[config.mk]
export PLATFORM = sky130hd
export DESIGN_NAME = hdlc_rx_bitproc
export DESIGN_NICKNAME = d
export VERILOG_FILES = /design/src/rtl/hdlc_rx_pkg.sv /design/src/rtl/hdlc_rx_front.sv /design/src/rtl/hdlc_rx_crc.sv /design/src/rtl/hdlc_rx_packer.sv /design/src/rtl/hdlc_rx_bitproc.sv
export SDC_FILE = /design/constraint.sdc
export NUM_CORES = 1
export LEC_CHECK = 0
export CAP_MARGIN = 40
export CORE_MARGIN = 10
export CORE_UTILIZATION = 46
export CTS_BUF_LIST = sky130_fd_sc_hd__clkbuf_4 sky130_fd_sc_hd__clkbuf_8 sky130_fd_sc_hd__clkbuf_16
export CTS_CLUSTER_SIZE = 28
export DETAILED_ROUTE_END_ITERATION = 10
export HOLD_SLACK_MARGIN = 0.06
export PLACE_DENSITY_LB_ADDON = 0.12
export SYNTH_ARGS = -nofsm -noshare
export SYNTH_HDL_FRONTEND = slang
export SYNTH_SLANG_ARGS = --single-unit
[constraint.sdc]
create_clock -name clk -period 1.9 [get_ports clk]
set_clock_uncertainty 0.1 [all_clocks]
set_input_delay 0.19 -clock clk [delete_from_list [all_inputs] [get_ports clk]]
set_output_delay 0.19 -clock clk [all_outputs]
set_load 0.02 [all_outputs]
[src/rtl/hdlc_rx_pkg.sv]
package hdlc_rx_pkg;

    parameter int unsigned BYTE_W    = 8;
    parameter int unsigned WIN_W     = 8;
    parameter int unsigned CRC_W     = 16;
    parameter int unsigned RUN_STUFF = 5;
    parameter int unsigned RUN_ABORT = 7;

    parameter logic [CRC_W-1:0] CRC_POLY   = 16'h1021;
    parameter logic [CRC_W-1:0] CRC_PRESET = 16'hFFFF;
    parameter logic [CRC_W-1:0] CRC_GOOD   = 16'h1D0F;

    localparam int unsigned RUN_CW = $clog2(RUN_ABORT + 1);
    localparam int unsigned CNT_W  = $clog2(BYTE_W);

    // one position of the delay window
    typedef struct packed {
        logic vld;   // bit belongs to the current frame body
        logic keep;  // bit is data, not a deleted stuff zero
        logic dat;   // raw bit value
    } slot_t;

    typedef enum logic {
        ST_HUNT  = 1'b0,
        ST_FRAME = 1'b1
    } rx_state_e;

    function automatic logic [CRC_W-1:0] crc_shift(
        input logic [CRC_W-1:0] c,
        input logic             d
    );
        logic fb;
        fb = c[CRC_W-1] ^ d;
        return {c[CRC_W-2:0], 1'b0} ^ ({CRC_W{fb}} & CRC_POLY);
    endfunction

endpackage

[src/rtl/hdlc_rx_front.sv]
module hdlc_rx_front
    import hdlc_rx_pkg::*;
(
    input  logic             clk,
    input  logic             rst,
    input  logic             step,
    input  logic             din,
    input  logic [WIN_W-1:0] cmp,
    input  logic [WIN_W-1:0] mask,
    output logic             emit_ok,
    output logic             emit_bit,
    output logic             flag_hit,
    output logic             abort_hit
);

    slot_t [WIN_W-1:0] win_q;
    logic [RUN_CW-1:0] run_q;
    logic [WIN_W-1:0]  raw_nxt;
    logic              match;
    logic              stuff;
    logic              drop;

    // raw view of the window after this step's shift
    assign raw_nxt[0] = din;
    for (genvar g = 1; g < WIN_W; g++) begin : g_raw
        assign raw_nxt[g] = win_q[g-1].dat;
    end

    assign match     = ((raw_nxt ^ cmp) & ~mask) == '0;
    assign abort_hit = step & din & (run_q == RUN_CW'(RUN_ABORT - 1));
    assign flag_hit  = step & match & ~abort_hit;
    assign stuff     = ~din & (run_q == RUN_CW'(RUN_STUFF));
    assign drop      = flag_hit | abort_hit;

    assign emit_ok  = step & win_q[WIN_W-1].vld & win_q[WIN_W-1].keep;
    assign emit_bit = win_q[WIN_W-1].dat;

    always_ff @(posedge clk) begin
        if (rst) begin
            run_q <= '0;
            win_q <= '0;
        end else if (step) begin
            if (!din) begin
                run_q <= '0;
            end else if (run_q != RUN_CW'(RUN_ABORT)) begin
                run_q <= run_q + 1'b1;
            end
            for (int i = WIN_W - 1; i > 0; i--) begin
                win_q[i].dat  <= win_q[i-1].dat;
                win_q[i].keep <= win_q[i-1].keep;
                win_q[i].vld  <= win_q[i-1].vld & ~drop;
            end
            win_q[0].dat  <= din;
            win_q[0].keep <= ~stuff;
            win_q[0].vld  <= ~drop;
        end
    end


    run_hold_chk: assert property (@(posedge clk) disable iff (rst)
        !step |=> $stable(run_q));

endmodule

[src/rtl/hdlc_rx_crc.sv]
module hdlc_rx_crc
    import hdlc_rx_pkg::*;
(
    input  logic             clk,
    input  logic             rst,
    input  logic             step,
    input  logic             restart,
    input  logic             din,
    output logic [CRC_W-1:0] crc_q,
    output logic [CRC_W-1:0] crc_upd
);

    assign crc_upd = step ? crc_shift(crc_q, din) : crc_q;

    always_ff @(posedge clk) begin
        if (rst || restart) begin
            crc_q <= CRC_PRESET;
        end else begin
            crc_q <= crc_upd;
        end
    end


    crc_hold_chk: assert property (@(posedge clk) disable iff (rst)
        !(step || restart) |=> $stable(crc_q));

endmodule

[src/rtl/hdlc_rx_packer.sv]
module hdlc_rx_packer
    import hdlc_rx_pkg::*;
(
    input  logic              clk,
    input  logic              rst,
    input  logic              push,
    input  logic              din,
    input  logic              clear,
    output logic [BYTE_W-1:0] byte_q,
    output logic              byte_vld,
    output logic              aligned_upd,
    output logic              has_upd
);

    logic [CNT_W-1:0]  cnt_q;
    logic [CNT_W-1:0]  cnt_upd;
    logic [BYTE_W-1:0] sh_q;
    logic              has_q;
    logic              last;

    assign last        = push & (cnt_q == CNT_W'(BYTE_W - 1));
    assign cnt_upd     = !push ? cnt_q : (last ? '0 : cnt_q + 1'b1);
    assign aligned_upd = cnt_upd == '0;
    assign has_upd     = has_q | last;

    always_ff @(posedge clk) begin
        if (rst) begin
            cnt_q    <= '0;
            sh_q     <= '0;
            has_q    <= 1'b0;
            byte_q   <= '0;
            byte_vld <= 1'b0;
        end else begin
            byte_vld <= last;
            if (last) begin
                byte_q <= {din, sh_q[BYTE_W-1:1]};
            end
            if (push) begin
                sh_q <= {din, sh_q[BYTE_W-1:1]};
            end
            cnt_q <= clear ? '0 : cnt_upd;
            has_q <= clear ? 1'b0 : has_upd;
        end
    end


    byte_gap_chk: assert property (@(posedge clk) disable iff (rst)
        byte_vld |=> !byte_vld);

endmodule

[src/rtl/hdlc_rx_bitproc.sv]
module hdlc_rx_bitproc
    import hdlc_rx_pkg::*;
(
    input  logic              clk,
    input  logic              rst,
    input  logic              rx_en,
    input  logic              bit_en,
    input  logic              bit_in,
    input  logic [WIN_W-1:0]  flag_cmp,
    input  logic [WIN_W-1:0]  flag_mask,
    output logic [BYTE_W-1:0] byte_data,
    output logic              byte_valid,
    output logic [CRC_W-1:0]  crc_value,
    output logic              flag_det,
    output logic              abort_det,
    output logic              frame_good
);

    rx_state_e        state_q;
    logic             step;
    logic             emit_ok;
    logic             emit_bit;
    logic             flag_hit;
    logic             abort_hit;
    logic             push;
    logic [CRC_W-1:0] crc_upd;
    logic             aligned_upd;
    logic             has_upd;
    logic             in_frame;

    assign step     = rx_en & bit_en;
    assign in_frame = state_q == ST_FRAME;
    assign push     = emit_ok & in_frame & ~abort_hit;

    hdlc_rx_front u_front (
        .clk       (clk),
        .rst       (rst),
        .step      (step),
        .din       (bit_in),
        .cmp       (flag_cmp),
        .mask      (flag_mask),
        .emit_ok   (emit_ok),
        .emit_bit  (emit_bit),
        .flag_hit  (flag_hit),
        .abort_hit (abort_hit)
    );

    hdlc_rx_crc u_crc (
        .clk     (clk),
        .rst     (rst),
        .step    (push),
        .restart (flag_hit),
        .din     (emit_bit),
        .crc_q   (crc_value),
        .crc_upd (crc_upd)
    );

    hdlc_rx_packer u_pack (
        .clk         (clk),
        .rst         (rst),
        .push        (push),
        .din         (emit_bit),
        .clear       (flag_hit | abort_hit),
        .byte_q      (byte_data),
        .byte_vld    (byte_valid),
        .aligned_upd (aligned_upd),
        .has_upd     (has_upd)
    );

    always_ff @(posedge clk) begin
        if (rst) begin
            state_q    <= ST_HUNT;
            flag_det   <= 1'b0;
            abort_det  <= 1'b0;
            frame_good <= 1'b0;
        end else begin
            if (abort_hit) begin
                state_q <= ST_HUNT;
            end else if (flag_hit) begin
                state_q <= ST_FRAME;
            end
            flag_det   <= flag_hit;
            abort_det  <= abort_hit;
            frame_good <= flag_hit & in_frame & aligned_upd & has_upd
                          & (crc_upd == CRC_GOOD);
        end
    end


    flag_preset_chk: assert property (@(posedge clk) disable iff (rst)
        flag_det |-> crc_value == CRC_PRESET);


    abort_flag_excl_chk: assert property (@(posedge clk) disable iff (rst)
        abort_det |-> !flag_det);


    good_on_flag_chk: assert property (@(posedge clk) disable iff (rst)
        frame_good |-> flag_det);


    hunt_silent_chk: assert property (@(posedge clk) disable iff (rst)
        byte_valid |-> $past(in_frame));

endmodule

### After elaboration in Yosys (flattened, before gate mapping)

Cells that the tools add are included.

* flip-flop bits (word level): 68
* output and inout port bits: 28

* bitwise gates (word level): 33
* add/subtract/negate cells: 2
* reductions and logical operators: 6
* equality and inequality tests: 6
* mux-type cells: 5

Operator list (count)
* 1-bit bitwise AND: 22
* 16-bit by 13-bit == test with 1-bit output (second input constant): 1
* 16-bit 2-to-1 mux: 1
* 16-bit by 13-bit XOR with 16-bit output: 1
* 3-bit 2-to-1 mux: 4
* 3-bit == test (second input constant): 3
* 8-bit bitwise AND: 1
* 8-bit logical NOT: 1
* 8-bit NOT: 1
* 8-bit XOR: 1
* 3-bit by 1-bit adder with 3-bit output (second input constant): 2
* 1-bit NOT: 4
* 2-bit OR reduction: 2
* 3-bit logical NOT: 1
* 3-bit != test (second input constant): 1
* 2-bit by 1-bit != test with 1-bit output (second input constant): 1
* 1-bit OR: 2
* 2-bit AND reduction: 1
* 1-bit logical OR: 1
* 1-bit XOR: 1

### Logic depth before layout (Yosys ltp)

* word-level depth: 12
* gate-level depth with buffers: 8
* mapped depth without buffers: 7

### Modules after synthesis

From an unflattened synthesis, not the netlist that was laid out.

* cells, all modules: 287
* area total of the unflattened synthesis: 2840.2 µm²

By module, submodules not included
* hdlc_rx_front: instances 1, cells an instance 126, area an instance 1169.9 µm²
* hdlc_rx_packer: instances 1, cells an instance 82, area an instance 768.2 µm²
* hdlc_rx_crc: instances 1, cells an instance 59, area an instance 714.4 µm²
* hdlc_rx_bitproc: instances 1, cells an instance 20, area an instance 187.7 µm²

### Least setup slack after synthesis

OpenSTA, ideal clock, no wires.

* kind: register to register
* start: register u_front.run_q[0]
* end: register frame_good
* setup slack: 116 ps
* required time: 1697 ps
* arrival: 1580 ps
* library setup time: 103 ps
* buffers on the path: 0
* cell stages (with the launch flop): 8
* cells stage by stage: dfxtp_1 > inv_1 > ha_1 > nand3_1 > nand3_1 > or3_1 > o21a_1 > a2111oi_2

* longest elaborated chain between the ends: 11

Ends and longest elaborated chain
* start, declared: line hdlc_rx_front.sv:17 `logic [RUN_CW-1:0] run_q;`
* start signal, assigned: line hdlc_rx_front.sv:46 `run_q <= run_q + 1'b1;`
* 3-bit == test *: line hdlc_rx_front.sv:30 `assign abort_hit = step & din & (run_q == RUN_CW'(RUN_ABORT - 1));`
* 1-bit bitwise AND *: line hdlc_rx_front.sv:30
* 1-bit NOT *: line hdlc_rx_front.sv:31, hdlc_rx_bitproc.sv:33
* 1-bit bitwise AND: line hdlc_rx_bitproc.sv:33 `assign push = emit_ok & in_frame & ~abort_hit;`
* 1-bit bitwise AND: line hdlc_rx_packer.sv:21 `assign last = push & (cnt_q == CNT_W'(BYTE_W - 1));`
* 3-bit 2-to-1 mux (2 in series): line hdlc_rx_packer.sv:22 `assign cnt_upd = !push ? cnt_q : (last ? '0 : cnt_q + 1'b1);`
* 3-bit logical NOT: line hdlc_rx_packer.sv:23 `assign aligned_upd = cnt_upd == '0;`
* 1-bit bitwise AND (2 in series): line hdlc_rx_bitproc.sv:84 `frame_good <= flag_hit & in_frame & aligned_upd & has_upd`
* 1-bit bitwise AND *: line hdlc_rx_bitproc.sv:85 `& (crc_upd == CRC_GOOD);`
* end signal, assigned: line hdlc_rx_bitproc.sv:84
* end, declared: line hdlc_rx_bitproc.sv:16 `output logic frame_good`

Mark *: on every way between the ends. The rest lies on a longest branch, timed or not.
A chain may end at the register's enable or synchronous reset.

### Final worst setup path

* start: input port bit_in
* end: register frame_good

* longest elaborated chain between the ends: 11

Ends and longest elaborated chain
* start, declared: line hdlc_rx_bitproc.sv:8 `input logic bit_in,`
* 1-bit bitwise AND (2 in series): line hdlc_rx_front.sv:30
* 1-bit NOT: line hdlc_rx_front.sv:31, hdlc_rx_bitproc.sv:33
* 1-bit bitwise AND: line hdlc_rx_bitproc.sv:33
* 1-bit bitwise AND: line hdlc_rx_packer.sv:21
* 3-bit 2-to-1 mux (2 in series): line hdlc_rx_packer.sv:22
* 3-bit logical NOT: line hdlc_rx_packer.sv:23
* 1-bit bitwise AND (2 in series): line hdlc_rx_bitproc.sv:84
* 1-bit bitwise AND *: line hdlc_rx_bitproc.sv:85

Marks and branches as above.

==> metrics.md <==
| Metric | Value |
|---|---|
| Run status | complete, no violations |
| Worst slew margin relative to its limit | 62.3% |
| Yosys reg bits | 67 |
| Max-Cap Viols | 0 |
| Critical path endpoint category | flip-flop |
| Vias | 2386 |
| Crit Path Max Fanout | 6 |
| Post-layout util | 64.2% |
| Clk slew on worst S/H paths | 70 ps |
| Non-Filler Instances | 461 |
| Grt ovf | 0 |
| Vias in the first global route | 2283 |
| Filler cells | 501 |
| Clock Sinks | 67 |
| Final hold vios | 0 |
| Fin. max-slew vios | 0 |
| Critical R2R Launch | u_front.run_q[0] |
| Drt pass-1 iters | 4 |
| Largest net degree at the start of global routing | 39 |
| I/O pin count | 49 |
| Routed vias/inst | 5.18 |
| DRC | 0 |
| Final ANT Viol Nets | 0 |
| Register area share after synthesis | 49.9% |
| Initial antenna violation count | 0 |
| Core ar. | 5570 um^2 |
| Wire length per cell | 13.8 um |
| Cts bufs inserted | 9 |
| Mapped Area | 2690 um^2 |
| Placement Cell Area | 3340 um^2 |
| First-pass GRT wire length | 10.6 mm |
| Yosys warning count | 0 |
| Area share of the largest cell type after synthesis | 49.9% |
| Final period utilization | 92.4% |
| Synth Net Count | 352 |
| Hpwl dp | 4.57 mm |
| Hold path endpoint | u_front.win_q[13] |
| Post-Route WL | 6.34 mm |
| Rows | 27 |
| PwrDens | 802 nW/um^2 |
| Synthesis-to-finish area growth | 32.9% |
| Type of the most critical hold path | reg -> reg |
| Post-Place Cells | 445 |
| Worst Hold Depth | 2 |
| Area leader, netlist | dfxtp_1 |
| Synthesized area per cell | 8.28 um^2 |
| IO buf count | 48 |
| Worst EP required | 2030 ps |
| Worst r2r dst | u_pack.has_q |
| WS Path Type | in -> reg |
| Starting Density | 48.3% |
| Post-CTS Hold Buffers | 0 |
| Worst EP arrival | 1890 ps |
| NumNets Final | 411 |
| CTS tree | yes |
| Hold path start | u_front.win_q[10] |
| ANT cells | 0 |
| Die height | 96.5 um |
| H-tree depth | 3 |
| Final Cell Area | 3580 um^2 |
| Postcts setup bufs | 0 |
| Latest clock arrival within the worst-skew pair | 340 ps |
| Die area | 9310 um^2 |
| Place WS | -169 ps |
| Lkg Pwr | 1.34 nW |
| Max frequency | 0.570 GHz |
| FF-to-FF setup slack | 160 ps |
| Unique masters post-synth | 36 |
| Synth area leaders | dfxtp_1 50%, nand2_1 12%, a21oi_1 6.5% |
| R2R depth | 6 |
| Final worst setup slack | 145 ps |
| Final GP Congestion | 0.841 |
| Die Span X | 96.5 um |
| Final Critical Period | 1760 ps |
| Synthesized netlist cell count | 325 |
| Final-report setup violation count | 0 |
| Iter 0 DRT Violations | 77 |
| Most common cell after layout, fill and taps aside | nand2_1 |
| Total track usage | 14.4% |
| Commonest non-fill, non-tap cells in the layout | 84 x nand2_1, 66 x dfxtp_1, 48 x clkdlybuf4s50_1, 35 x a21oi_1, 21 x nand3_1 |
| Clk root buf | clkbuf_8 |
| Worst VDD drop | 0.516 mV |
| Share of layout cells above drive strength 1 | 10.3% |
| Setup crit start kind | primary input |
| CTS Buffer Depth | 2 |
| Worst Tran Pin Value | 564 ps |
| Power consumption | 2.87 mW |
## sequential cells by signal, summed over array words and instances (netlist names)
signal            flops
u_crc.crc_q          16
u_pack.cnt_q          3
u_pack.sh_q           7
u_front.raw_nxt       7
u_pack.byte_vld       1
in_frame              1
flag_det              1
abort_det             1
u_front.emit_bit      1
frame_good            1
u_front.win_q        16
u_front.run_q         3
u_pack.has_q          1
u_pack.byte_q         8
## cell families (layout without fill, tap and decap cells)
group / Yosys count / in the layout / synth area share, %
AOI/OAI and AO/OA: 60 / 60 / 13.5
DFF: 67 / 67 / 49.9
xor gates and xnor gates: 11 / 11 / 3.86
buffers and inverters: 24 / 88 / 3.54
adders and majority gates: 6 / 6 / 2.79
and+or+nand+nor: 156 / 156 / 26.1
muxes: 1 / 1 / 0.372
## power breakdown
part / switching, mW / leakage, nW / internal (mW) / total [mW]
combinational: 0.0690 / 0.684 / 0.0707 / 0.140
sequential: 0.00439 / 0.542 / 1.41 / 1.42
clock: 0.536 / 0.117 / 0.776 / 1.31
## synthesized netlist by cell type
library cell / instances
nand2_1: 84
dfxtp_1: 67
a21oi_1: 35
nand3_1: 23
nor2_1: 14
clkbuf_1: 10
nor3_1: 10
xnor2_1: 9
nand2b_1: 8
o32ai_1: 7
ha_1: 6
buf_1: 5
inv_1: 5
buf_2: 4
o21ai_0: 4
and3_1: 3
nand4_1: 3
o211ai_1: 3
o22ai_1: 3
a31oi_1: 2
and2_1: 2
nand3b_1: 2
nand4b_1: 2
o21a_1: 2
a2111oi_2: 1
a211oi_1: 1
a22oi_1: 1
and4_1: 1
mux2i_1: 1
nor2b_1: 1
nor4_1: 1
nor4b_1: 1
o31ai_1: 1
or3_1: 1
xor2_1: 1
xor2_2: 1
## how the worst max path moves through the flow
stage                      from    endpoint  slack [ps]  cells past startpoint
2_1_floorplan  u_front.run_q[0]  frame_good         120                      7
3_3_place_gp             bit_in  frame_good         -60                      6
3_5_place_dp             bit_in  frame_good        -170                      6
4_1_cts        u_front.run_q[0]  frame_good          80                      9
5_1_grt        u_front.run_q[0]  frame_good          -3                      9
6_report                 bit_in  frame_good         140                      6
## critical path, stage by stage
cell and delay (ps):
clkdlybuf4s50_1 610, xnor2_1 150, nor2_1 60, nor3_1 360, nand4_1 180, a2111oi_2 340
## final cells by class
type                       count  area (um^2)  share of cell area (%)
timing repair buffer          67          636                    17.8
clock buffer                  10          138                    3.85
tap                           72         90.1                    2.52
sequential                    67         1340                    37.5
multi-input combinational    234         1260                    35.3
inverter                       5         18.8                   0.525
clock inverter                 6         87.6                    2.45
## metrics by stage
step	hold WS, ps	TNS [ps]
3_3_place_gp	339	-532
3_5_place_dp	346	-2420
2_1_floorplan	253	0
5_1_grt	370	-2.82
6_report	354	0
4_1_cts	355	0
## routing by layer
| layer | vias up | GRT usage, % | wire length [um] |
|---|---|---|---|
| met5 | - | 0 | 0 |
| li1 | 1227 | - | - |
| met2 | 47 | 23.8 | 3050 |
| met4 | 0 | 4.72 | 66 |
| met3 | 8 | 5.09 | 394 |
| met1 | 1104 | 16.9 | 2830 |
## what timing repair did
item,in CTS,in global routing
gates resized for setup,0,3
endpoints found under the hold margin,0,0
setup endpoints to repair,0,5
No activity file was read; power rests on OpenSTA's default activity.
